File: config.mk
export PLATFORM = sky130hd
export DESIGN_NAME = dbgp_realign_top
export DESIGN_NICKNAME = d
export VERILOG_FILES = /design/src/rtl/dbgp_pkg.sv /design/src/rtl/dbgp_rst_sync.sv /design/src/rtl/dbgp_slot_stage.sv /design/src/rtl/dbgp_realign.sv /design/src/rtl/dbgp_lane_out.sv /design/src/rtl/dbgp_realign_top.sv
export SDC_FILE = /design/constraint.sdc
export NUM_CORES = 1
export LEC_CHECK = 0
export ABC_AREA = 1
export BUFFER_PORTS_ARGS = -buffer_cell sky130_fd_sc_hd__buf_2
export CELL_PAD_IN_SITES_DETAIL_PLACEMENT = 1
export CELL_PAD_IN_SITES_GLOBAL_PLACEMENT = 1
export CORE_ASPECT_RATIO = 0.7
export CORE_UTILIZATION = 43
export CTS_BUF_LIST = sky130_fd_sc_hd__clkbuf_16
export DETAILED_ROUTE_END_ITERATION = 10
export GPL_ROUTABILITY_DRIVEN = 0
export GPL_TIMING_DRIVEN = 0
export HOLD_SLACK_MARGIN = 0.06
export MAX_ROUTING_LAYER = met4
export PLACE_DENSITY = 0.78
export SYNTH_ARGS = -nofsm -noshare
export SYNTH_HDL_FRONTEND = slang
export SYNTH_SLANG_ARGS = --single-unit
File: constraint.sdc
create_clock -name clk -period 13.5 [get_ports clk]
set_clock_uncertainty 0.2 [all_clocks]
set_input_delay 2.025 -clock clk [delete_from_list [all_inputs] [get_ports clk]]
set_output_delay 2.025 -clock clk [all_outputs]
set_load 0.01 [all_outputs]
File: src/rtl/dbgp_pkg.sv
package dbgp_pkg;

  // Default geometry of the debug port.
  localparam int unsigned DEF_LANES     = 14;
  localparam int unsigned DEF_LANE_W    = 12;
  localparam int unsigned DEF_CLK_PAIRS = 2;
  localparam int unsigned NUM_SLOTS     = 3;

  // Slot positions inside the realigned word (A lowest).
  localparam int unsigned SLOT_A = 0;
  localparam int unsigned SLOT_B = 1;
  localparam int unsigned SLOT_C = 2;

  typedef enum logic {
    ORD_LOWLAT = 1'b0,
    ORD_HOST   = 1'b1
  } order_e;

endpackage

File: src/rtl/dbgp_rst_sync.sv
module dbgp_rst_sync #(
  parameter int unsigned STAGES = 2
) (
  input  logic clk,
  input  logic rst_n,
  output logic rst_q
);

  logic [STAGES-1:0] sync_q;
  logic [STAGES-1:0] sync_d;

  always_comb begin
    sync_d = {sync_q[STAGES-2:0], 1'b1};
  end

  always_ff @(posedge clk or negedge rst_n) begin
    if (!rst_n) begin
      sync_q <= '0;
    end else begin
      sync_q <= sync_d;
    end
  end

  assign rst_q = sync_q[STAGES-1];

endmodule

File: src/rtl/dbgp_slot_stage.sv
module dbgp_slot_stage
  import dbgp_pkg::*;
#(
  parameter int unsigned SLOT_W = 56
) (
  input  logic                               clk,
  input  logic                               rst_q,
  input  logic                               frm_vld,
  input  logic                               mode_req,
  input  logic [NUM_SLOTS-1:0][SLOT_W-1:0]   cur_slot,
  output order_e                             mode_act,
  output logic                               mode_sw,
  output logic [NUM_SLOTS-1:0][SLOT_W-1:0]   st_slot,
  output logic                               st_vld
);

  order_e mode_nxt;
  logic   st_vld_nxt;
  logic   st_load;

  // Next-state: the mode moves only together with a frame.
  always_comb begin
    mode_sw    = frm_vld && (order_e'(mode_req) != mode_act);
    mode_nxt   = frm_vld ? order_e'(mode_req) : mode_act;
    st_vld_nxt = frm_vld && !mode_sw;
    st_load    = frm_vld;
  end

  always_ff @(posedge clk or negedge rst_q) begin
    if (!rst_q) begin
      mode_act <= ORD_LOWLAT;
      st_vld   <= 1'b0;
    end else begin
      mode_act <= mode_nxt;
      st_vld   <= st_vld_nxt;
    end
  end

  // One held copy per slot, loaded only when a frame arrives.
  for (genvar s = 0; s < NUM_SLOTS; s++) begin : g_slot
    always_ff @(posedge clk or negedge rst_q) begin
      if (!rst_q) begin
        st_slot[s] <= '0;
      end else if (st_load) begin
        st_slot[s] <= cur_slot[s];
      end
    end
  end

endmodule

File: src/rtl/dbgp_realign.sv
module dbgp_realign
  import dbgp_pkg::*;
#(
  parameter int unsigned SLOT_W = 56
) (
  input  order_e                             mode_act,
  input  logic                               mode_sw,
  input  logic                               frm_vld,
  input  logic [NUM_SLOTS-1:0][SLOT_W-1:0]   cur_slot,
  input  logic [NUM_SLOTS-1:0][SLOT_W-1:0]   st_slot,
  input  logic                               st_vld,
  output logic [NUM_SLOTS-1:0][SLOT_W-1:0]   word,
  output logic                               word_vld
);

  logic host_sel;

  assign host_sel = (mode_act == ORD_HOST);

  // Slot A picks its source by mode, B and C always come from the held frame.
  for (genvar s = 0; s < NUM_SLOTS; s++) begin : g_sel
    if (s == SLOT_A) begin : g_a
      always_comb begin
        word[s] = host_sel ? st_slot[s] : cur_slot[s];
      end
    end else begin : g_bc
      always_comb begin
        word[s] = st_slot[s];
      end
    end
  end

  always_comb begin
    if (host_sel) begin
      word_vld = st_vld;
    end else begin
      word_vld = st_vld && frm_vld;
    end
    if (mode_sw) begin
      word_vld = 1'b0;
    end
  end

endmodule

File: src/rtl/dbgp_lane_out.sv
module dbgp_lane_out
  import dbgp_pkg::*;
#(
  parameter int unsigned LANES     = DEF_LANES,
  parameter int unsigned LANE_W    = DEF_LANE_W,
  parameter int unsigned CLK_PAIRS = DEF_CLK_PAIRS,
  localparam int unsigned HALF_W   = LANE_W / 2,
  localparam int unsigned WORD_W   = LANES * LANE_W,
  localparam int unsigned PIN_W    = LANES * HALF_W
) (
  input  logic                 clk,
  input  logic                 rst_q,
  input  logic [WORD_W-1:0]    word,
  input  logic                 word_vld,
  output logic [WORD_W-1:0]    lane_word,
  output logic                 lane_vld,
  output logic [PIN_W-1:0]     lane_pins,
  output logic [CLK_PAIRS-1:0] dbg_clk_p,
  output logic [CLK_PAIRS-1:0] dbg_clk_n
);

  logic lane_load;
  logic lane_vld_nxt;

  // Registers load a new word, or clear once when the stream stops.
  always_comb begin
    lane_load    = word_vld || lane_vld;
    lane_vld_nxt = word_vld;
  end

  always_ff @(posedge clk or negedge rst_q) begin
    if (!rst_q) begin
      lane_vld <= 1'b0;
    end else begin
      lane_vld <= lane_vld_nxt;
    end
  end

  for (genvar i = 0; i < LANES; i++) begin : g_lane
    logic [LANE_W-1:0] lane_nxt;
    logic [LANE_W-1:0] lane_q;

    always_comb begin
      lane_nxt = word_vld ? word[i*LANE_W +: LANE_W] : '0;
    end

    always_ff @(posedge clk or negedge rst_q) begin
      if (!rst_q) begin
        lane_q <= '0;
      end else if (lane_load) begin
        lane_q <= lane_nxt;
      end
    end

    assign lane_word[i*LANE_W +: LANE_W] = lane_q;

    // Low phase: low half for rising-edge capture. High phase: high half.
    assign lane_pins[i*HALF_W +: HALF_W] =
      clk ? lane_q[LANE_W-1:HALF_W] : lane_q[HALF_W-1:0];
  end

  for (genvar k = 0; k < CLK_PAIRS; k++) begin : g_clk
    assign dbg_clk_p[k] = clk;
    assign dbg_clk_n[k] = ~clk;
  end

endmodule

File: src/rtl/dbgp_realign_top.sv
module dbgp_realign_top
  import dbgp_pkg::*;
#(
  parameter int unsigned LANES     = DEF_LANES,
  parameter int unsigned LANE_W    = DEF_LANE_W,
  parameter int unsigned CLK_PAIRS = DEF_CLK_PAIRS,
  parameter int unsigned RST_STG   = 2,
  localparam int unsigned FRAME_W  = LANES * LANE_W,
  localparam int unsigned SLOT_W   = FRAME_W / NUM_SLOTS,
  localparam int unsigned PIN_W    = LANES * (LANE_W / 2)
) (
  input  logic                 clk,
  input  logic                 rst_n,
  input  logic                 host_order,
  input  logic                 frm_vld,
  input  logic [SLOT_W-1:0]    slot_a,
  input  logic [SLOT_W-1:0]    slot_b,
  input  logic [SLOT_W-1:0]    slot_c,
  output logic [PIN_W-1:0]     lane_pins,
  output logic                 lane_vld,
  output logic [CLK_PAIRS-1:0] dbg_clk_p,
  output logic [CLK_PAIRS-1:0] dbg_clk_n
);

  logic                             rst_q;
  logic [NUM_SLOTS-1:0][SLOT_W-1:0] cur_slot;
  logic [NUM_SLOTS-1:0][SLOT_W-1:0] st_slot;
  logic [NUM_SLOTS-1:0][SLOT_W-1:0] word;
  logic                             st_vld;
  logic                             mode_sw;
  logic                             word_vld;
  order_e                           mode_act;
  logic [FRAME_W-1:0]               lane_word;

  assign cur_slot[SLOT_A] = slot_a;
  assign cur_slot[SLOT_B] = slot_b;
  assign cur_slot[SLOT_C] = slot_c;

  dbgp_rst_sync #(.STAGES(RST_STG)) u_rst (
    .clk   (clk),
    .rst_n (rst_n),
    .rst_q (rst_q)
  );

  dbgp_slot_stage #(.SLOT_W(SLOT_W)) u_stage (
    .clk      (clk),
    .rst_q    (rst_q),
    .frm_vld  (frm_vld),
    .mode_req (host_order),
    .cur_slot (cur_slot),
    .mode_act (mode_act),
    .mode_sw  (mode_sw),
    .st_slot  (st_slot),
    .st_vld   (st_vld)
  );

  dbgp_realign #(.SLOT_W(SLOT_W)) u_align (
    .mode_act (mode_act),
    .mode_sw  (mode_sw),
    .frm_vld  (frm_vld),
    .cur_slot (cur_slot),
    .st_slot  (st_slot),
    .st_vld   (st_vld),
    .word     (word),
    .word_vld (word_vld)
  );

  dbgp_lane_out #(
    .LANES     (LANES),
    .LANE_W    (LANE_W),
    .CLK_PAIRS (CLK_PAIRS)
  ) u_out (
    .clk       (clk),
    .rst_q     (rst_q),
    .word      (word),
    .word_vld  (word_vld),
    .lane_word (lane_word),
    .lane_vld  (lane_vld),
    .lane_pins (lane_pins),
    .dbg_clk_p (dbg_clk_p),
    .dbg_clk_n (dbg_clk_n)
  );

endmodule

==> impl_metrics.toml <==
[run_status]
outcome = "complete, no violations"

[placement]
dpl_worst_slack_ns = 3.67
dp_hpwl_um = 35300
port_buffers = 260
placed_cell_area_um2 = 17000

[route]
dr.pass1.iters = 5
top_layer_used = "met4"
wl_met3_um = 5520
wl_um = 52600
vias = 13600
drtAntennaViolNets = 0
drc = 0
routedWlPerCell_um = 21.2
via_per_inst = 5.48
drt-initial-drc-count = 741
m1WireLength_um = 20900
dr_wl_met2_um = 23900

[power_and_ir_drop]
power_leakage_uw = 0.0101
ir_drop_uv = 94.9
p_per_area_nw_per_um2 = 205

[sta]
worstMarginPinSlew_ns = 0.947
maxSlewViolCount = 0
slew_headroom_pct = 36.9
finalHoldViolations = 0
fin_tns_setup_ns = 0
fin_ws_ns = 2.20
finalSetupViolCount = 0
rsz0062_at_grt = "false"

[die]
num_rows = 56
ioPinCount = 261
dieArea_um2 = 35600
die_y_um = 158
core_area_um2 = 33800
die_x_um = 225
start_util_pct = 44.2

[clock_tree]
postCtsSetupRepairBufs = 0
clkSlewWorstSetupHoldPaths_ns = 0.06
clk_latency_ns = 0.65
cts-resized-gates = 0
cts_tree = "done"
hold_buffers = 0

[yosys]
synth-adder-area-share_pct = 0
netlist-cell-type-count = 20
synth_area_um2 = 15000
yosys.area.top_type_share_pct = 57.0
synth_nets = 1806
synthMuxAreaShare_pct = 8.43
synth_area_leader_cell = "dfrtp_1"
postSynthAreaPerCell_um2 = 9.16
synth-seq-cells = 341
synth_xor_area_share_pct = 0
yosys_warnings = 0
synth_compound_area_share_pct = 3.83
seq_area_frac_synth_pct = 57.0
synthCells = 1634
synth_top_family_by_area = "simple AND/OR/NAND/NOR gates"
yosys.area_share.simple_pct = 24.9
synthTopCellsByArea = "dfrtp_1 (57%), nand2_1 (12%), nand3_1 (11%)"

[final_layout]
nFillCells = 3967
area_growth_pct = 27.3
final_nets = 2149
regArea_um2 = 8540
drive_gt1_share_pct = 26.9
multi_input_area_um2 = 5570
design_area_um2 = 19100

[global_route]
grt_pass1_wl_um = 82000
gr-total-overflow = 0
antenna_found_initial = 12
grt_max_degree = 66
first_global_vias = 16200
grt.total_usage_pct = 31.9

[worst_setup_path]
crit_arrival_ns = 9.08
reg2reg_from = "u_out.lane_vld"
worstPathMaxFanout = 12
critical_path_class = "clk -> out"
r2r_cells = 5
start_kind = "clock port"
reg2reg_slack_ns = 11.26
worstPathRequired_ns = 11.27
r2r-end = "u_out.g_lane[12].lane_q[5]"
cp-end-kind = "output pin"

[worst_hold_path]
worstHoldPathType = "reg -> async"

[job]
drv_cap = 0
cells in the final DEF (no fill, tap or decap):
cell type / n
clkinv_2: 2
inv_1: 73
a21boi_0: 1
dfrtp_1: 340
nand2_1: 478
nand2_2: 1
diode_2: 14
nor2_4: 1
o21ai_0: 57
inv_6: 1
nand3_4: 1
nand2_4: 1
bufinv_16: 1
a21oi_1: 56
buf_1: 4
buf_2: 310
mux2_2: 112
buf_4: 19
clkinv_1: 10
dfrtp_4: 1
nand3_1: 336
inv_2: 8
buf_16: 5
clkbuf_16: 75
conb_1: 1
clkbuf_1: 56
nor2_1: 56
buf_6: 1
power breakdown:
group | total [uW] | internal, uW | switching, uW
combinational | 348 | 138 | 210
clock | 2280 | 1210 | 1070
sequential | 1280 | 1180 | 99.1
total | 3900 | 2520 | 1380
critical path, cell delays in order:
cell	delay [ns]
clkbuf_16	0.12
clkbuf_16	0.17
clkbuf_16	0.20
clkbuf_16	0.18
inv_1	0.05
clkbuf_1	0.54
buf_1	0.59
nand2_1	0.21
nand2_1	0.13
buf_2	0.14
worst max path at each step:
stage	start	endpoint	slack, ns	cells past startpoint
floorplan	u_rst.sync_q[1]	u_out.g_lane[0].lane_q[0]	3.09	0
global placement	u_rst.sync_q[1]	u_stage.st_slot[105]	-1.30	0
detailed placement	clk	lane_pins[0]	3.67	6
CTS	clk	lane_pins[70]	2.24	16
global route	clk	lane_pins[0]	1.99	10
finish	clk	lane_pins[0]	2.20	10
state kept, by name (all words and copies together), names as in the netlist:
signal / flops
u_stage.st_slot: 168
u_stage.mode_act: 1
u_out.lane_vld: 1
u_out.g_lane.lane_q: 168
u_rst.sync_q: 2
u_stage.st_vld: 1
cells by family (layout without fill, tap and decap cells):
family                 after synthesis  after routing
AOI/OAI and AO/OA                  114            114
buffers and inverters              192            565
DFF                                341            341
muxes                              112            112
other                                1             15
and+or+nand+nor                    874            874
cell type report:
class                   count  share of cell area (%)
diodes                     14                   0.184
clock inverters            34                   0.847
plain buffers             130                    3.30
multi-input cells        1101                    29.2
clock buffers             163                    12.2
inverters                  61                    1.20
flip-flops and latches    341                    44.8
repair buffers            177                    5.24
well taps                 464                    3.05
cell usage after synthesis, drive strengths merged:
| master | number |
|---|---|
| o21ai | 57 |
| inv | 61 |
| clkbuf | 56 |
| a21boi | 1 |
| nand3 | 337 |
| mux2 | 112 |
| clkinv | 1 |
| a21oi | 56 |
| conb | 1 |
| nor2 | 57 |
| dfrtp | 341 |
| nand2 | 480 |
| buf | 74 |
per-stage QoR:
stage / util [%] / total power, uW / hold slack [ns] / cells
global route: 56.3 / 4120 / 0.165 / 2483
floorplan: - / 1860 / 0.131 / 1634
detailed placement: 50.2 / 2130 / 0.146 / 2363
finish: 56.3 / 3900 / 0.151 / 2485
CTS: 56.2 / 3950 / 0.162 / 2471
global placement: 49.8 / 2090 / 0.136 / 2358
metal layers:
layer  GRT usage (%)  up-vias
met5               -        -
met4            25.5        0
met3            18.4      218
met2            42.6      626
met1            34.2     6706
li1                -     6073
(Power assumes the default switching activity.)
